`src/rtl/synth_cfg_pkg.sv`:
```
package synth_cfg_pkg;

  // Strobes sent from the sequencer to the datapath.
  typedef struct packed {
    logic load;       // capture word, start a frame
    logic shift;      // advance to the next bit
    logic sclkSet;
    logic sclkClr;
    logic strobeSet;
    logic strobeClr;
    logic pdnSet;
  } dpCtl_t;

  typedef enum logic [2:0] {
    PH_IDLE,
    PH_LOW,
    PH_HIGH,
    PH_GAP,
    PH_PULSE,
    PH_SETTLE
  } phase_e;

  function automatic int ceilDiv(input int num, input int den);
    return (num + den - 1) / den;
  endfunction

  function automatic int maxOf(input int a, input int b);
    return (a > b) ? a : b;
  endfunction

endpackage

```
`src/rtl/synth_cfg_dp.sv`:
```
module synth_cfg_dp
  import synth_cfg_pkg::*;
#(
  parameter int WORD_BITS = 160
) (
  input  logic                 clk,
  input  logic                 rstN,
  input  dpCtl_t               ctl,
  input  logic [WORD_BITS-1:0] wordIn,
  output logic                 sclkOut,
  output logic                 dataOut,
  output logic                 strobeOut,
  output logic                 pdnOut
);

  localparam int MSB = WORD_BITS - 1;

  logic [WORD_BITS-1:0] shiftReg;
  logic                 sclkReg;
  logic                 strobeReg;
  logic                 pdnReg;

  always_ff @(posedge clk) begin
    if (!rstN) begin
      shiftReg  <= '0;
      sclkReg   <= 1'b0;
      strobeReg <= 1'b0;
      pdnReg    <= 1'b1;
    end else begin
      if (ctl.load) begin
        shiftReg  <= wordIn;
        sclkReg   <= 1'b0;
        strobeReg <= 1'b0;
        pdnReg    <= 1'b0;
      end else begin
        if (ctl.shift)     shiftReg  <= {shiftReg[MSB-1:0], 1'b0};
        if (ctl.sclkSet)   sclkReg   <= 1'b1;
        if (ctl.sclkClr)   sclkReg   <= 1'b0;
        if (ctl.strobeSet) strobeReg <= 1'b1;
        if (ctl.strobeClr) strobeReg <= 1'b0;
        if (ctl.pdnSet)    pdnReg    <= 1'b1;
      end
    end
  end

  assign sclkOut   = sclkReg;
  assign dataOut   = shiftReg[MSB];
  assign strobeOut = strobeReg;
  assign pdnOut    = pdnReg;

  // the target latch must stay closed while the clock is high
  p_strobe_quiet_r4: assert property (@(posedge clk) disable iff (!rstN)
    sclkReg |-> !strobeReg);

  // outputs stay powered down for as long as the strobe is high
  p_pdn_held_r7: assert property (@(posedge clk) disable iff (!rstN)
    strobeReg |-> !pdnReg);

  // data does not move while the serial clock stays high
  p_hold_r2: assert property (@(posedge clk) disable iff (!rstN)
    (sclkReg && $past(sclkReg)) |-> $stable(shiftReg[MSB]));

endmodule

```
`src/rtl/synth_cfg_ctrl.sv`:
```
module synth_cfg_ctrl
  import synth_cfg_pkg::*;
#(
  parameter int WORD_BITS = 160,
  parameter int LOW_CYC   = 2,
  parameter int HIGH_CYC  = 2,
  parameter int GAP_CYC   = 1,
  parameter int PULSE_CYC = 4,
  parameter int LOCK_CYC  = 1000
) (
  input  logic   clk,
  input  logic   rstN,
  input  logic   startIn,
  output dpCtl_t ctl,
  output logic   busyOut,
  output logic   doneOut,
  output logic   lockedOut
);

  localparam int MAX_CYC = maxOf(maxOf(maxOf(LOW_CYC, HIGH_CYC), maxOf(GAP_CYC, PULSE_CYC)), LOCK_CYC);
  localparam int CNT_W   = $clog2(MAX_CYC + 1);
  localparam int BIT_W   = $clog2(WORD_BITS);

  phase_e           state;
  logic [CNT_W-1:0] cnt;
  logic [CNT_W-1:0] limitM1;
  logic [BIT_W-1:0] bitCnt;
  logic             busy;
  logic             done;
  logic             locked;
  logic             accept;
  logic             phaseEnd;
  logic             lastBit;

  assign accept  = startIn && !busy;
  assign lastBit = (bitCnt == BIT_W'(WORD_BITS - 1));

  always_comb begin
    case (state)
      PH_LOW:    limitM1 = CNT_W'(LOW_CYC - 1);
      PH_HIGH:   limitM1 = CNT_W'(HIGH_CYC - 1);
      PH_GAP:    limitM1 = CNT_W'(GAP_CYC - 1);
      PH_PULSE:  limitM1 = CNT_W'(PULSE_CYC - 1);
      PH_SETTLE: limitM1 = CNT_W'(LOCK_CYC - 1);
      default:   limitM1 = '0;
    endcase
  end

  assign phaseEnd = (cnt == limitM1);

  always_comb begin
    ctl = '0;
    if (accept) begin
      ctl.load = 1'b1;
    end else begin
      case (state)
        PH_LOW:   if (phaseEnd) ctl.sclkSet = 1'b1;
        PH_HIGH:  if (phaseEnd) begin
                    ctl.sclkClr = 1'b1;
                    ctl.shift   = !lastBit;
                  end
        PH_GAP:   if (phaseEnd) ctl.strobeSet = 1'b1;
        PH_PULSE: if (phaseEnd) begin
                    ctl.strobeClr = 1'b1;
                    ctl.pdnSet    = 1'b1;
                  end
        default:  ;
      endcase
    end
  end

  always_ff @(posedge clk) begin
    if (!rstN) begin
      state  <= PH_IDLE;
      cnt    <= '0;
      bitCnt <= '0;
      busy   <= 1'b0;
      done   <= 1'b0;
      locked <= 1'b0;
    end else begin
      done <= 1'b0;
      if (accept) begin
        state  <= PH_LOW;
        cnt    <= '0;
        bitCnt <= '0;
        busy   <= 1'b1;
        locked <= 1'b0;
      end else begin
        case (state)
          PH_LOW: begin
            if (phaseEnd) begin
              state <= PH_HIGH;
              cnt   <= '0;
            end else cnt <= cnt + 1'b1;
          end
          PH_HIGH: begin
            if (phaseEnd) begin
              cnt <= '0;
              if (lastBit) state <= PH_GAP;
              else begin
                state  <= PH_LOW;
                bitCnt <= bitCnt + 1'b1;
              end
            end else cnt <= cnt + 1'b1;
          end
          PH_GAP: begin
            if (phaseEnd) begin
              state <= PH_PULSE;
              cnt   <= '0;
            end else cnt <= cnt + 1'b1;
          end
          PH_PULSE: begin
            if (phaseEnd) begin
              state <= PH_SETTLE;
              cnt   <= '0;
              busy  <= 1'b0;
              done  <= 1'b1;
            end else cnt <= cnt + 1'b1;
          end
          PH_SETTLE: begin
            if (phaseEnd) begin
              state  <= PH_IDLE;
              cnt    <= '0;
              locked <= 1'b1;
            end else cnt <= cnt + 1'b1;
          end
          default: begin
            state <= PH_IDLE;
            cnt   <= '0;
          end
        endcase
      end
    end
  end

  assign busyOut   = busy;
  assign doneOut   = done;
  assign lockedOut = locked;

  // the end of busy is always marked by done
  p_done_at_end_r8: assert property (@(posedge clk) disable iff (!rstN)
    $fell(busy) |-> done);

  // done lasts a single cycle
  p_done_single_r8: assert property (@(posedge clk) disable iff (!rstN)
    done |=> !done);

  // locked never overlaps a transfer
  p_locked_idle_r9: assert property (@(posedge clk) disable iff (!rstN)
    locked |-> !busy);

  // a start during a transfer does not restart the bit count
  p_ignore_start_r10: assert property (@(posedge clk) disable iff (!rstN)
    (busy && startIn && bitCnt != '0) |=> (bitCnt != '0));

endmodule

```
`src/rtl/synth_cfg_loader.sv`:
```
module synth_cfg_loader
  import synth_cfg_pkg::*;
#(
  parameter int WORD_BITS    = 160,
  parameter int CLK_NS       = 10,
  parameter int SETUP_NS     = 10,
  parameter int HOLD_NS      = 10,
  parameter int GAP_NS       = 10,
  parameter int PULSE_NS     = 40,
  parameter int SCLK_MAX_KHZ = 30000,
  parameter int LOCK_NS      = 10_000_000
) (
  input  logic                 clk,
  input  logic                 rstN,
  input  logic                 startIn,
  input  logic [WORD_BITS-1:0] cfgWord,
  output logic                 sclkOut,
  output logic                 dataOut,
  output logic                 strobeOut,
  output logic                 pdnOut,
  output logic                 busyOut,
  output logic                 doneOut,
  output logic                 lockedOut
);

  localparam int SETUP_CYC  = maxOf(1, ceilDiv(SETUP_NS, CLK_NS));
  localparam int HOLD_CYC   = maxOf(1, ceilDiv(HOLD_NS, CLK_NS));
  localparam int PERIOD_CYC = maxOf(2, ceilDiv(1_000_000, SCLK_MAX_KHZ * CLK_NS));
  localparam int LOW_CYC    = maxOf(SETUP_CYC, ceilDiv(PERIOD_CYC, 2));
  localparam int HIGH_CYC   = maxOf(HOLD_CYC, PERIOD_CYC - LOW_CYC);
  localparam int GAP_CYC    = maxOf(1, ceilDiv(GAP_NS, CLK_NS));
  localparam int PULSE_CYC  = maxOf(1, ceilDiv(PULSE_NS, CLK_NS));
  localparam int LOCK_CYC   = maxOf(1, ceilDiv(LOCK_NS, CLK_NS));

  dpCtl_t ctl;

  synth_cfg_ctrl #(
    .WORD_BITS (WORD_BITS),
    .LOW_CYC   (LOW_CYC),
    .HIGH_CYC  (HIGH_CYC),
    .GAP_CYC   (GAP_CYC),
    .PULSE_CYC (PULSE_CYC),
    .LOCK_CYC  (LOCK_CYC)
  ) u_ctrl (
    .clk       (clk),
    .rstN      (rstN),
    .startIn   (startIn),
    .ctl       (ctl),
    .busyOut   (busyOut),
    .doneOut   (doneOut),
    .lockedOut (lockedOut)
  );

  synth_cfg_dp #(
    .WORD_BITS (WORD_BITS)
  ) u_dp (
    .clk       (clk),
    .rstN      (rstN),
    .ctl       (ctl),
    .wordIn    (cfgWord),
    .sclkOut   (sclkOut),
    .dataOut   (dataOut),
    .strobeOut (strobeOut),
    .pdnOut    (pdnOut)
  );

endmodule

```
`config.mk`:
```
export PLATFORM = sky130hd
export DESIGN_NAME = synth_cfg_loader
export DESIGN_NICKNAME = d
export VERILOG_FILES = /design/src/rtl/synth_cfg_pkg.sv /design/src/rtl/synth_cfg_dp.sv /design/src/rtl/synth_cfg_ctrl.sv /design/src/rtl/synth_cfg_loader.sv
export SDC_FILE = /design/constraint.sdc
export NUM_CORES = 1
export LEC_CHECK = 0
export CAP_MARGIN = 20
export CORE_MARGIN = 4
export CORE_UTILIZATION = 55
export CTS_BUF_LIST = sky130_fd_sc_hd__clkbuf_4 sky130_fd_sc_hd__clkbuf_8
export DETAILED_ROUTE_END_ITERATION = 6
export PLACE_DENSITY = 0.83
export SLEW_MARGIN = 40
export SYNTH_ARGS = -nofsm -noshare
export SYNTH_HDL_FRONTEND = slang
export SYNTH_SLANG_ARGS = --single-unit
```
`constraint.sdc`:
```
create_clock -name clk -period 4.9 [get_ports clk]
set_input_delay 0.98 -clock clk [delete_from_list [all_inputs] [get_ports clk]]
set_output_delay 0.98 -clock clk [all_outputs]
set_load 0.03 [all_outputs]
```
==> metrics.md, run 1 <==
| Metric | Value |
|---|---|
| Outcome | `complete, no violations` |
| Post-synth EDFFs | `0` |
| Layout area overhead | `20.06%` |
| Number of buffers created by CTS | `17` |
| Slew @ Worst Pin | `around 0.75 ns` |
| Post-Syn Instances | `roughly 1100` |
| Share of cells above drive strength 1 | `about an eighth` |
| Critical path origin | `u_ctrl.state[0]` |
| Hold Path Origin | `u_dp.shiftReg[0]` |
| Final setup fails | `0` |
| RSZ-0062 raised after global routing | `no` |
| Fmax | `284.2 MHz` |
| Placed cell area | `approximately 11000 um^2` |
| Cts hold-fix bufs | `0` |
| IO Port Bufs | `169` |
| Number of global-route vias before repair | `7886` |
| Switching power | `1.073 mW` |
| Lkg Pwr | `roughly 4.6 nW` |
| Cell area after synthesis | `9723 um^2` |
| Largest net degree at the start of global routing | `approximately 120` |
| Post-CTS Resized | `0` |
| Critical R2R Launch | `u_ctrl.state[0]` |
| Worst r2r dst | `u_dp.shiftReg[76]` |
| Setup TNS Final | `0 ns` |
| Max_slew headroom | `50.02%` |
| Synth top area share | `roughly two fifths` |
| Slew Limit Fails | `0` |
| Ranking of synthesized cells by area | `dfxtp_1 41%, a211oi_2 13%, and3_1 10%` |
| Design area | `roughly 12000 um^2` |
| Inserted Diodes | `0` |
| Clk pwr share | `between 20% and 30%` |
| Synth cell types | `between 40 and 50` |
| Data required, critical path | `between 5 and 6 ns` |
| Layout Skew | `~0.016 ns` |
| Post-synth ARST share | `0%` |
| Worst-Skew Late Latency | `0.48 ns` |
| Num ports | `170` |
| Switching Fraction | `29.71%` |
| Syn_nets | `around 1300` |
| CP Capture Type | `flip-flop` |
| Die boundary height | `~140 um` |
| Initial antenna violation count | `1` |
| Internal | `between 2 and 3 mW` |
| TritonRoute pass-1 iters | `4` |
| Fin crit period | `between 3 and 4 ns` |
| Sequential element share of the synthesized area | `between 40 and 50%` |
| Initial Utilization | `between 50% and 60%` |
| MaxCap Viol Count | `0` |
| Synth Flop Type | `dfxtp_1` |
| CTS H-Tree Depth | `4` |
| CTS tree | `yes` |
| Full die area | `slightly below 20000 um^2` |
| FF-to-FF path depth | `7` |
| Fin crit share | `71.82%` |
| Routability Congestion | `0.8039` |
| DR vias/cell | `5.922` |
| DRC | `0` |
| Setup slack, reg-to-reg | `about 1.4 ns` |
| Cell taking the most area after synthesis | `dfxtp_1` |
| Commonest cells post-synth | `197 x dfxtp_1, 193 x nor2_1, 163 x o21ai_0, 161 x and3_1, 100 x a211oi_2` |
| Die width | `between 100 and 150 um` |
| HPWL after DPL | `between 10000 and 15000 um` |
| Max clock buf depth | `2` |
| Routed length per instance | `approximately 16 um` |
| TritonCTS Sinks | `197` |
| Via count | `approximately 8600` |
| Synth Area per Inst | `around 8.6 um^2` |
| Comb pwr share | `between 20% and 30%` |
| Worst hold-check path type | `reg2reg` |
| Final hold viol count | `0` |
| Flop pwr share | `~50%` |
| Power Dens Cells | `slightly above 300 nW/um^2` |
| Worst Path Arrival | `about 3.9 ns` |
| Grt ovf | `0` |
| Setup Fix Bufs, Post-CTS | `0` |
| CORE AREA | `17300 um^2` |
| Setup crit end | `u_dp.shiftReg[76]` |
| Tot GR Track Use | `a little under a quarter` |
| Routed Wire Length | `between 20000 and 25000 um` |
| Register bit total from synthesis | `~200` |
| CP Launch Type | `flip-flop` |
| CTS Root Cell | `clkbuf_8` |
| Clock-pin transition on the worst setup and hold timing paths | `roughly 0.1 ns` |
| CP Class | `reg2reg` |
| DRT iter0 DRCs | `706` |
| Count leader, synth | `dfxtp_1` |
| Antenna-violating nets left | `0` |
| Fin nets | `1378` |
| Crit-path max FO | `77` |
| Max VDD drop | `approximately 0.20 mV` |
| Warnings, synthesis | `0` |
| First-pass GRT wire length | `between 30000 and 40000 um` |
| FP Rows | `48` |
==> through the flow <==
step / cells / utilization [%] / power [mW] / hold WS (ns) / worst slack, ns
final: 1450 / 67.49 / 3.612 / 0.4980 / 1.381
after global placement: 1416 / 64.89 / 2.567 / 0.4629 / 1.413
after floorplan: 1132 / - / 2.352 / 0.4523 / 2.535
after detailed placement: 1417 / 65.05 / 2.588 / 0.4842 / 1.443
after CTS: 1449 / 67.35 / 3.625 / 0.4978 / 1.418
after global routing: 1450 / 67.49 / 3.794 / 0.5391 / 1.128
==> cell usage in the layout, fill, tap and decap left out, types with 8 or more instances in the layout <==
cell type	instances
xnor2_1	8
nand4_1	8
xor2_1	12
and3_1	160
a211oi_1	60
a211oi_2	100
nand3_1	20
nand2_1	17
o21ai_0	163
clkbuf_8	20
dfxtp_1	197
clkdlybuf4s50_1	168
nor2_1	193
==> power by group through the flow <==
stage,Clock (mW),Sequential (mW),Combinational [mW]
floorplan,0,1.83,0.526
detailed placement,0,1.84,0.751
finish,1.05,1.80,0.763
CTS,1.07,1.80,0.757
global route,1.14,1.81,0.845
global placement,0,1.83,0.737
==> flip-flops by register name (all words and copies together), names as in the netlist <==
register	count
u_ctrl.busyOut	1
u_ctrl.lockedOut	1
u_dp.shiftReg	160
u_ctrl.bitCnt	8
u_dp.sclkOut	1
u_dp.pdnOut	1
u_ctrl.state	3
u_ctrl.doneOut	1
u_ctrl.cnt	20
u_dp.strobeOut	1
==> logic make-up after synthesis <==
| family | after synthesis | synth area share, % |
|---|---|---|
| xor+xnor | 20 | 1.802 |
| fa+ha+maj | 3 | 0.3861 |
| flops | 197 | 40.56 |
| buf+inv | 124 | 6.190 |
| compound gates | 356 | 28.58 |
| simple gates | 431 | 22.37 |
| mux | 1 | 0.1158 |
==> critical path, cell delays in order (launching register included) <==
cell and delay (ns):
dfxtp_1 0.64, nand3b_1 0.24, nor4_2 0.42, o22a_4 0.59
nand2_8 0.52, buf_16 0.40, buf_4 0.33, a211oi_2 0.25
==> worst min path at each step <==
stage	end	slack [ns]	depth (start not counted)
2_1_floorplan	u_ctrl.bitCnt[7]	0.45	2
3_3_place_gp	u_ctrl.bitCnt[7]	0.46	2
4_1_cts	u_dp.shiftReg[0]	0.50	2
3_5_place_dp	u_ctrl.bitCnt[1]	0.48	2
5_1_grt	u_dp.pdnOut	0.54	2
6_report	u_dp.shiftReg[0]	0.50	2
==> routing by layer <==
| layer | vias to the layer above | routed length [um] | track usage (%) |
|---|---|---|---|
| met1 | 4029 | 10790 | 33.45 |
| met4 | 2 | 310 | 6.884 |
| met2 | 263 | 10810 | 35.03 |
| li1 | 4268 | - | - |
| met3 | 25 | 1745 | 4.512 |
| met5 | - | 7 | 0 |
==> cell type report <==
cell class | count | area [um^2]
well taps | 225 | 281.5
fillers | 1467 | 5623
flip-flops and latches | 197 | 3944
repair buffers | 179 | 1813
inverters | 6 | 22.52
multi-input cells | 811 | 5215
clock buffers | 21 | 282.8
clock inverters | 11 | 115.1
Note: power is estimated with default switching activity, not from simulation.
==> run 2, diff against run 1 <==
--- a/config.mk
+++ b/config.mk
@@ -7,10 +7,10 @@
 export LEC_CHECK = 0
 export CAP_MARGIN = 20
 export CORE_MARGIN = 4
-export CORE_UTILIZATION = 55
+export CORE_UTILIZATION = 50
 export CTS_BUF_LIST = sky130_fd_sc_hd__clkbuf_4 sky130_fd_sc_hd__clkbuf_8
 export DETAILED_ROUTE_END_ITERATION = 6
-export PLACE_DENSITY = 0.83
+export PLACE_DENSITY = 0.79
 export SLEW_MARGIN = 40
 export SYNTH_ARGS = -nofsm -noshare
 export SYNTH_HDL_FRONTEND = slang
==> constraint.sdc (replaced) <==
create_clock -name clk -period 2.9 [get_ports clk]
set_input_delay 0.58 -clock clk [delete_from_list [all_inputs] [get_ports clk]]
set_output_delay 0.58 -clock clk [all_outputs]
set_load 0.03 [all_outputs]
==> metrics.md, run 2 (synthesis gave the netlist of run 1 again) <==
| Metric | Value |
|---|---|
| Biggest register | `u_dp.shiftReg (unchanged)` |
| Crit-path max FO | `100 (was 77)` |
| Fmax | `386.9 MHz (was 284.2 MHz)` |
| Setup slack, reg-to-reg | `0.32 ns (was 1.38 ns)` |
| IO Port Bufs | `169 (unchanged)` |
| Via count | `8704 (was 8587)` |
| Initial Utilization | `51.46% (was 56.21%)` |
| CORE AREA | `18890 um^2 (was 17300 um^2)` |
| Layout Utilization | `63.11% (was 67.49%)` |
| Placed cell area | `11500 um^2 (was 11250 um^2)` |
| DRT iter0 DRCs | `640 (was 706)` |
| Inserted Diodes | `0 (unchanged)` |
| Worst-Skew Late Latency | `0.48 ns (about the same)` |
| Full die area | `21740 um^2 (was 19870 um^2)` |
| Data required, critical path | `3.29 ns (was 5.30 ns)` |
| Design area | `11920 um^2 (was 11670 um^2)` |
| Layout Skew | `0.01922 ns (was 0.01555 ns)` |
| Num ports | `170 (unchanged)` |
| Antenna-violating nets left | `0 (unchanged)` |
| CP Class | `reg2reg (unchanged)` |
| CTS Root Cell | `clkbuf_8 (unchanged)` |
| Highest-count cells in the layout ignoring fill and taps | `197 x dfxtp_1, 193 x nor2_1, 168 x clkdlybuf4s50_1 (unchanged)` |
| FP Rows | `50 (was 48)` |
| Critical R2R Launch | `u_ctrl.state[2] (was u_ctrl.state[0])` |
| HPWL after DPL | `14980 um (was 14250 um)` |
| Initial antenna violation count | `0 (was 1)` |
| Routability Congestion | `0.8150 (was 0.8039)` |
| Max reg flops | `160 (unchanged)` |
| Tot GR Track Use | `21.66% (was 23.11%)` |
| Max VDD drop | `0.2913 mV (was 0.2032 mV)` |
| CTS H-Tree Depth | `4 (unchanged)` |
| Share of cells above drive strength 1 | `13.52% (was 12.82%)` |
| DR vias/cell | `5.822 (was 5.922)` |
| Largest net degree at the start of global routing | `111 (was 124)` |
| Cts hold-fix bufs | `0 (unchanged)` |
| Final hold viol count | `0 (unchanged)` |
| Slew @ Worst Pin | `0.5841 ns (was 0.7498 ns)` |
| TritonRoute pass-1 iters | `5 (was 4)` |
| Slew Limit Fails | `0 (unchanged)` |
| Power Dens Cells | `528.9 nW/um^2 (was 309.4 nW/um^2)` |
| Routed length per instance | `15.99 um (was 16.32 um)` |
| Hold Path Origin | `u_dp.pdnOut (was u_dp.shiftReg[0])` |
| Worst hold-check path type | `reg2reg (unchanged)` |
| Fin nets | `1388 (was 1378)` |
| PnR worst setup slack | `0.3154 ns (was 1.381 ns)` |
| Most common cell after layout, fill and taps aside | `dfxtp_1 (unchanged)` |
| Layout area overhead | `22.62% (was 20.06%)` |
| Worst Path Arrival | `2.98 ns (was 3.92 ns)` |
| Hold_ws | `0.4781 ns (was 0.4980 ns)` |
| Outcome | `complete, no violations (unchanged)` |
| Top Registers | `u_dp.shiftReg: 160 flops, u_ctrl.cnt: 20 flops, u_ctrl.bitCnt: 8 flops (unchanged)` |
| Number of global-route vias before repair | `8148 (was 7886)` |
| TritonCTS Sinks | `197 (unchanged)` |
| Number of buffers created by CTS | `17 (unchanged)` |
| CP Launch Type | `flip-flop (unchanged)` |
| RSZ-0062 raised after global routing | `no (unchanged)` |
| First-pass GRT wire length | `39870 um (was 38500 um)` |
| Sink of the worst hold path | `u_dp.pdnOut (was u_dp.shiftReg[0])` |
| Setup TNS Final | `0 ns (unchanged)` |
| Clock-pin transition on the worst setup and hold timing paths | `0.11 ns (was 0.10 ns)` |
| MaxCap Viol Count | `0 (unchanged)` |
| Final setup fails | `0 (unchanged)` |
| CTS tree | `yes (unchanged)` |
| Die width | `147.5 um (was 141.0 um)` |
| Fin crit share | `89.13% (was 71.82%)` |
| Setup Fix Bufs, Post-CTS | `0 (unchanged)` |
| FF-to-FF path depth | `6 (was 7)` |
| Worst r2r dst | `u_dp.shiftReg[18] (was u_dp.shiftReg[76])` |
| Max_slew headroom | `61.06% (was 50.02%)` |
| CP Capture Type | `flip-flop (unchanged)` |
| Grt ovf | `0 (unchanged)` |
| DRC | `0 (unchanged)` |
| Routed Wire Length | `23910 um (was 23670 um)` |
| Fin crit period | `2.585 ns (was 3.519 ns)` |
| Post-CTS Resized | `0 (unchanged)` |
| Max clock buf depth | `2 (unchanged)` |
| Lkg Pwr | `4.727 nW (was 4.631 nW)` |
| Die boundary height | `147.5 um (was 141.0 um)` |
| Filler Cell Count | `1605 (was 1467)` |
| Hold depth | `2 (unchanged)` |
| Dpl ws | `0.4068 ns (was 1.443 ns)` |
[run 2: worst max path at each step]
stage	start	end	slack, ns	depth (start not counted)
3_3_place_gp	u_ctrl.state[2]	u_ctrl.bitCnt[3]	0.49	6
5_1_grt	u_ctrl.state[2]	u_dp.shiftReg[18]	0.18	6
2_1_floorplan	u_ctrl.cnt[3]	u_ctrl.busyOut	0.82	5
3_5_place_dp	u_ctrl.state[2]	u_ctrl.bitCnt[4]	0.41	6
4_1_cts	u_ctrl.state[2]	u_ctrl.bitCnt[4]	0.37	6
6_report	u_ctrl.state[2]	u_dp.shiftReg[18]	0.32	6
[run 2: layer usage]
layer | share of wire, % | track usage (%) | up-vias
li1 | - | - | 4299
met1 | 48 | 31.44 | 4112
met2 | 45 | 33.06 | 278
met3 | 6.2 | 4.506 | 15
met4 | 0.87 | 5.452 | 0
met5 | 0 | 0 | -
[run 2: critical path: stages, from the launching register on]
cell      delay [ns]
dfxtp_1         0.54
nand3b_1        0.23
nor4_2          0.48
o22a_4          0.50
nand2_8         0.09
buf_12          0.23
a211oi_1        0.31
[run 2: report_power, final]
| group | total [mW] | switching (mW) | internal, mW | leakage, nW |
|---|---|---|---|---|
| Clock | 1.91 | 1.03 | 0.875 | 0.207 |
| Sequential | 3.04 | 0.0766 | 2.96 | 1.63 |
| Combinational | 1.36 | 0.761 | 0.600 | 2.89 |
| Total | 6.31 | 1.87 | 4.44 | 4.73 |
[run 2: layout make-up]
cell class              instances  area [um^2]  share of cell area (%)
multi-input cells             811         5215                   43.74
flip-flops and latches        197         3944                   33.08
repair buffers                189         1989                   16.69
well taps                     260        325.3                   2.729
clock buffers                  17        234.0                   1.962
clock inverters                15        192.7                   1.616
inverters                       6        22.52                  0.1889
[run 2: through the flow]
step,power [mW],cells
floorplan,3.974,1132
global placement,4.418,1463
detailed placement,4.454,1463
CTS,6.349,1495
global route,6.620,1495
finish,6.306,1495
